==> config.mk <==
export PLATFORM = sky130hd
export DESIGN_NAME = pt_walker
export DESIGN_NICKNAME = d
export VERILOG_FILES = /design/src/rtl/pt_walker.sv
export SDC_FILE = /design/constraint.sdc
export NUM_CORES = 1
export LEC_CHECK = 0
export BUFFER_PORTS_ARGS = -buffer_cell sky130_fd_sc_hd__buf_2
export CELL_PAD_IN_SITES_DETAIL_PLACEMENT = 0
export CELL_PAD_IN_SITES_GLOBAL_PLACEMENT = 1
export CORE_MARGIN = 1.5
export CORE_UTILIZATION = 32
export CTS_BUF_LIST = sky130_fd_sc_hd__clkbuf_8
export CTS_CLUSTER_DIAMETER = 80
export DETAILED_ROUTE_END_ITERATION = 16
export GPL_TIMING_DRIVEN = 0
export PLACE_DENSITY = 0.79
export SLEW_MARGIN = 10
export SYNTH_ARGS = -nofsm -noshare
export SYNTH_HDL_FRONTEND = slang
export SYNTH_SLANG_ARGS = --single-unit
==> constraint.sdc <==
create_clock -name clk -period 1.7 [get_ports clk]
set_input_delay 0.085 -clock clk [delete_from_list [all_inputs] [get_ports clk]]
set_output_delay 0.085 -clock clk [all_outputs]
set_load 0.02 [all_outputs]
==> src/rtl/pt_walker.sv <==
module pt_walker (
  input  logic        clk,
  input  logic        rst_n,
  input  logic [39:0] root_base,
  input  logic        req_valid,
  input  logic [47:0] req_vaddr,
  output logic        busy,
  output logic        mem_req_valid,
  output logic [51:0] mem_req_addr,
  input  logic        mem_resp_valid,
  input  logic [63:0] mem_resp_data,
  output logic        done_valid,
  output logic        done_fault,
  output logic [51:0] done_paddr,
  output logic [1:0]  done_size,
  output logic        done_wr,
  output logic        done_user,
  output logic        done_nx
);
  typedef enum logic [1:0] {S_IDLE, S_REQ, S_WAIT, S_DONE} st_t;

  st_t         st;
  logic [1:0]  lvl;
  logic [47:0] va;
  logic [39:0] base;
  logic        acc_wr, acc_user, acc_nx;
  logic [8:0]  idx;

  always_comb begin
    case (lvl)
      2'd3:    idx = va[47:39];
      2'd2:    idx = va[38:30];
      2'd1:    idx = va[29:21];
      default: idx = va[20:12];
    endcase
  end

  assign busy          = st != S_IDLE;
  assign mem_req_valid = st == S_REQ;
  assign done_valid    = st == S_DONE;
  assign mem_req_addr  = {base, idx, 3'b000};

  wire pres  = mem_resp_data[0];
  wire leaf  = (lvl == 2'd0) || (mem_resp_data[7] && (lvl == 2'd1 || lvl == 2'd2));
  wire n_wr  = acc_wr & mem_resp_data[1];
  wire n_usr = acc_user & mem_resp_data[2];
  wire n_nx  = acc_nx | mem_resp_data[63];

  logic [51:0] leaf_pa;
  always_comb begin
    case (lvl)
      2'd2:    leaf_pa = {mem_resp_data[51:30], va[29:0]};
      2'd1:    leaf_pa = {mem_resp_data[51:21], va[20:0]};
      default: leaf_pa = {mem_resp_data[51:12], va[11:0]};
    endcase
  end

  logic unused_entry_bits;
  assign unused_entry_bits = ^{mem_resp_data[62:52], mem_resp_data[11:8], mem_resp_data[6:3]};

  always_ff @(posedge clk) begin
    if (!rst_n) begin
      st         <= S_IDLE;
      lvl        <= 2'd3;
      va         <= '0;
      base       <= '0;
      acc_wr     <= 1'b0;
      acc_user   <= 1'b0;
      acc_nx     <= 1'b0;
      done_fault <= 1'b0;
      done_paddr <= '0;
      done_size  <= 2'd0;
      done_wr    <= 1'b0;
      done_user  <= 1'b0;
      done_nx    <= 1'b0;
    end else begin
      case (st)
        S_IDLE: if (req_valid) begin
          va       <= req_vaddr;
          base     <= root_base;
          lvl      <= 2'd3;
          acc_wr   <= 1'b1;
          acc_user <= 1'b1;
          acc_nx   <= 1'b0;
          st       <= S_REQ;
        end
        S_REQ: st <= S_WAIT;
        S_WAIT: if (mem_resp_valid) begin
          if (!pres) begin
            done_fault <= 1'b1;
            done_paddr <= '0;
            done_size  <= 2'd0;
            done_wr    <= 1'b0;
            done_user  <= 1'b0;
            done_nx    <= 1'b0;
            st         <= S_DONE;
          end else if (leaf) begin
            done_fault <= 1'b0;
            done_paddr <= leaf_pa;
            done_size  <= lvl;
            done_wr    <= n_wr;
            done_user  <= n_usr;
            done_nx    <= n_nx;
            st         <= S_DONE;
          end else begin
            base     <= mem_resp_data[51:12];
            lvl      <= lvl - 2'd1;
            acc_wr   <= n_wr;
            acc_user <= n_usr;
            acc_nx   <= n_nx;
            st       <= S_REQ;
          end
        end
        default: st <= S_IDLE;
      endcase
    end
  end
endmodule

==> impl_metrics.yaml <==
status:
  status: "finished with violations"
  violations: "negative setup slack"
detailed_routing:
  finalWirelength_mm: 26.5
  wl_per_cell_um: 18.1
  post_drt_via_cell_ratio: 4.94
  vias: 7214
  drtPass1Iterations: 6
  ant_nets: 0
  drc: 0
  drt_iter0_drc: 406
clock_network:
  cts_sinks: 153
  cts-root-buf: "clkbuf_8"
  clk_latency_ps: 450
  htreeDepth: 4
  cts.path.max_buffers: 2
  numCtsBuffers: 17
  clk_pin_slew_ps: 80
  cts_tree: "done"
timing:
  maxSlewViolCount: 0
  fin_skew_ps: 12.8
  fin_crit_sh: 1.15
  layout_min_cycle_time_ps: 1960
  finalSetupViolations: 96
  fin_ws_ps: -262
  worst_slew_pin_slew_ps: 1070
  rsz0062_at_grt: "true"
  clock.fmax_ghz: 0.510
  hold_violations: 0
  slew-limit-headroom: 0.287
placed_design:
  io_buffer_count: 244
  gp_congestion: 0.813
  hpwl_mm: 17.4
  place_ws_ps: -425
setup_path:
  endpoint_kind: "output pin"
  worst-setup-path-type: "reg -> out"
  critPathLaunchType: "flop"
  crit_fanout: 5
  crit_arrival_ps: 1880
  required_ps: 1620
finish:
  fillCellCount: 1841
  multi_input_area_mm2: 0.00362
  area_growth_pct: 73.1
  drive_gt1_frac: 0.385
  register_area_mm2: 0.00307
  final_cell_mix: "buf_2 (248), dfxtp_1 (150), dlygate4sd3_1 (133), nand2_1 (129), a21boi_1 (54)"
  final_common_cell: "buf_2"
  fin_nets: 1344
die:
  dieArea_mm2: 0.0211
  core_area_mm2: 0.0197
  dieHeight_um: 145
  fp.dieW_um: 145
  ioPinCount: 269
  start_util: 0.329
  placementRows: 51
yosys:
  synthCells: 747
  synthSimpleGateAreaFrac: 0.153
  synthFlopType: "dfxtp_1"
  ys_seq_area_frac: 0.473
  synthXorXnorAreaFrac: 0
  synth.avg_cell_area_um2: 8.66
  synth_cell_type_count: 37
  async_reset_ff_frac: 0
  synth_top_family_by_area: "compound AO/OA/AOI/OAI gates"
  ys_ff_latch: 153
  synth_area_leaders: "dfxtp_1 (47%), nand2_1 (7.9%), a21boi_0 (7.9%)"
  synth_top_area_share: 0.473
  synth_compound_area_frac: 0.231
  synth.area.mux_share: 0.0773
  syn-cell-area_mm2: 0.00647
  synthAdderAreaFrac: 0.00773
  yosys_warnings: 0
  synth_enable_flop_cells: 0
  synth_largest_area_cell: "dfxtp_1"
pwr:
  leakage_nw: 4.98
  powerDensity_mw_per_mm2: 798
  power_w: 0.00894
  ir_drop_mv: 0.497
flow_run:
  maxCapViolCount: 0
grt:
  antenna_found_initial: 1
  grt_pass1_vias: 7129
  grt_max_degree: 17
  grt_overflow: 0
  grt_usage: 0.237
  grt_pass1_wl_mm: 39.0
worst_hold_path:
  hold_path_class: "in -> reg"
## power by group
part           switching, W  leakage [nW]  internal, W  total (W)
combinational       0.00100          3.51     0.000971    0.00198
sequential         0.000163          1.25      0.00378    0.00394
clock               0.00138         0.217      0.00164    0.00302
## worst max-delay path, cell delays in order (launching register included)
cell and delay [ps]:
dfxtp_4 390, inv_4 60, ha_4 170, buf_6 130, a222oi_1 320, mux2i_1 180, buf_4 190
## flip-flops by register name (all words and copies together), names as in the netlist, 2 cells and up
signal and cells:
va 48, done_size 2, base 40, done_paddr 52, st 2, lvl 2
## what timing repair did
item / in CTS / in global routing
hold buffers: 133 / 0
setup buffers: 20 / 17
hold endpoints to repair: 126 / 0
cloned: 9 / 5
gates resized for setup: 96 / 177
setup endpoints to repair: 131 / 138
pin swaps: 15 / 54
## per-stage QoR
stage | hold slack, ps | TNS (ps) | area [um^2] | std cells | utilization
floorplan | 220 | 0 | 6520 | 749 | -
global placement | 325 | -22120 | 8080 | 1258 | 0.411
detailed placement | 332 | -25600 | 8080 | 1258 | 0.411
CTS | 19.8 | -8270 | 10600 | 1449 | 0.538
global route | 37.7 | -16410 | 11200 | 1461 | 0.570
finish | 48.0 | -8500 | 11200 | 1461 | 0.570
## final timing paths
check                                                  from                          end  slack [ps]  cells after the start
worst min register to register  done_paddr[51]$_SDFFE_PN0P_  done_paddr[51]$_SDFFE_PN0P_         450                      2
worst max-delay path                    lvl[0]$_SDFFE_PN1P_             mem_req_addr[10]        -260                      6
worst max register to register          lvl[0]$_SDFFE_PN1P_         base[6]$_SDFFE_PN0P_        -230                     10
worst min-delay path                         mem_resp_valid           st[1]$_SDFFE_PN0P_          50                      3
## layout make-up
cell class | count | share of cell area
multi-input combinational | 515 | 0.323
timing repair buffer | 421 | 0.287
sequential | 153 | 0.274
buffer | 64 | 0.0439
tap | 265 | 0.0296
clock buffer | 19 | 0.0233
clock inverter | 11 | 0.0140
inverter | 12 | 0.00447
antenna | 1 | 0.000223
## per-layer routing
| metal | global-route usage | vias up | routed length, um |
|---|---|---|---|
| li1 | - | 3468 | - |
| met1 | 0.297 | 3434 | 11500 |
| met2 | 0.403 | 273 | 12900 |
| met3 | 0.0563 | 39 | 1530 |
| met4 | 0.0689 | 0 | 533 |
| met5 | 0 | - | 0 |
## cells in the mapped netlist, drive strengths merged, types with 11 or more instances
library cell and number:
a21boi 87, a21oi 60, a31oi 11, buf 37
clkbuf 33, dfxtp 153, inv 12, mux2i 50
nand2 137, nand3 55, nor2b 11, o21ai 59
## cells by family after synthesis
logic type	count (synthesis)
buffers and inverters	82
AND/OR/NAND/NOR	223
other	1
multiplexers	50
flip-flops	153
adder cells (fa/ha/maj)	4
AO/OA/AOI/OAI	234
No activity file was read; power rests on OpenSTA's default activity.
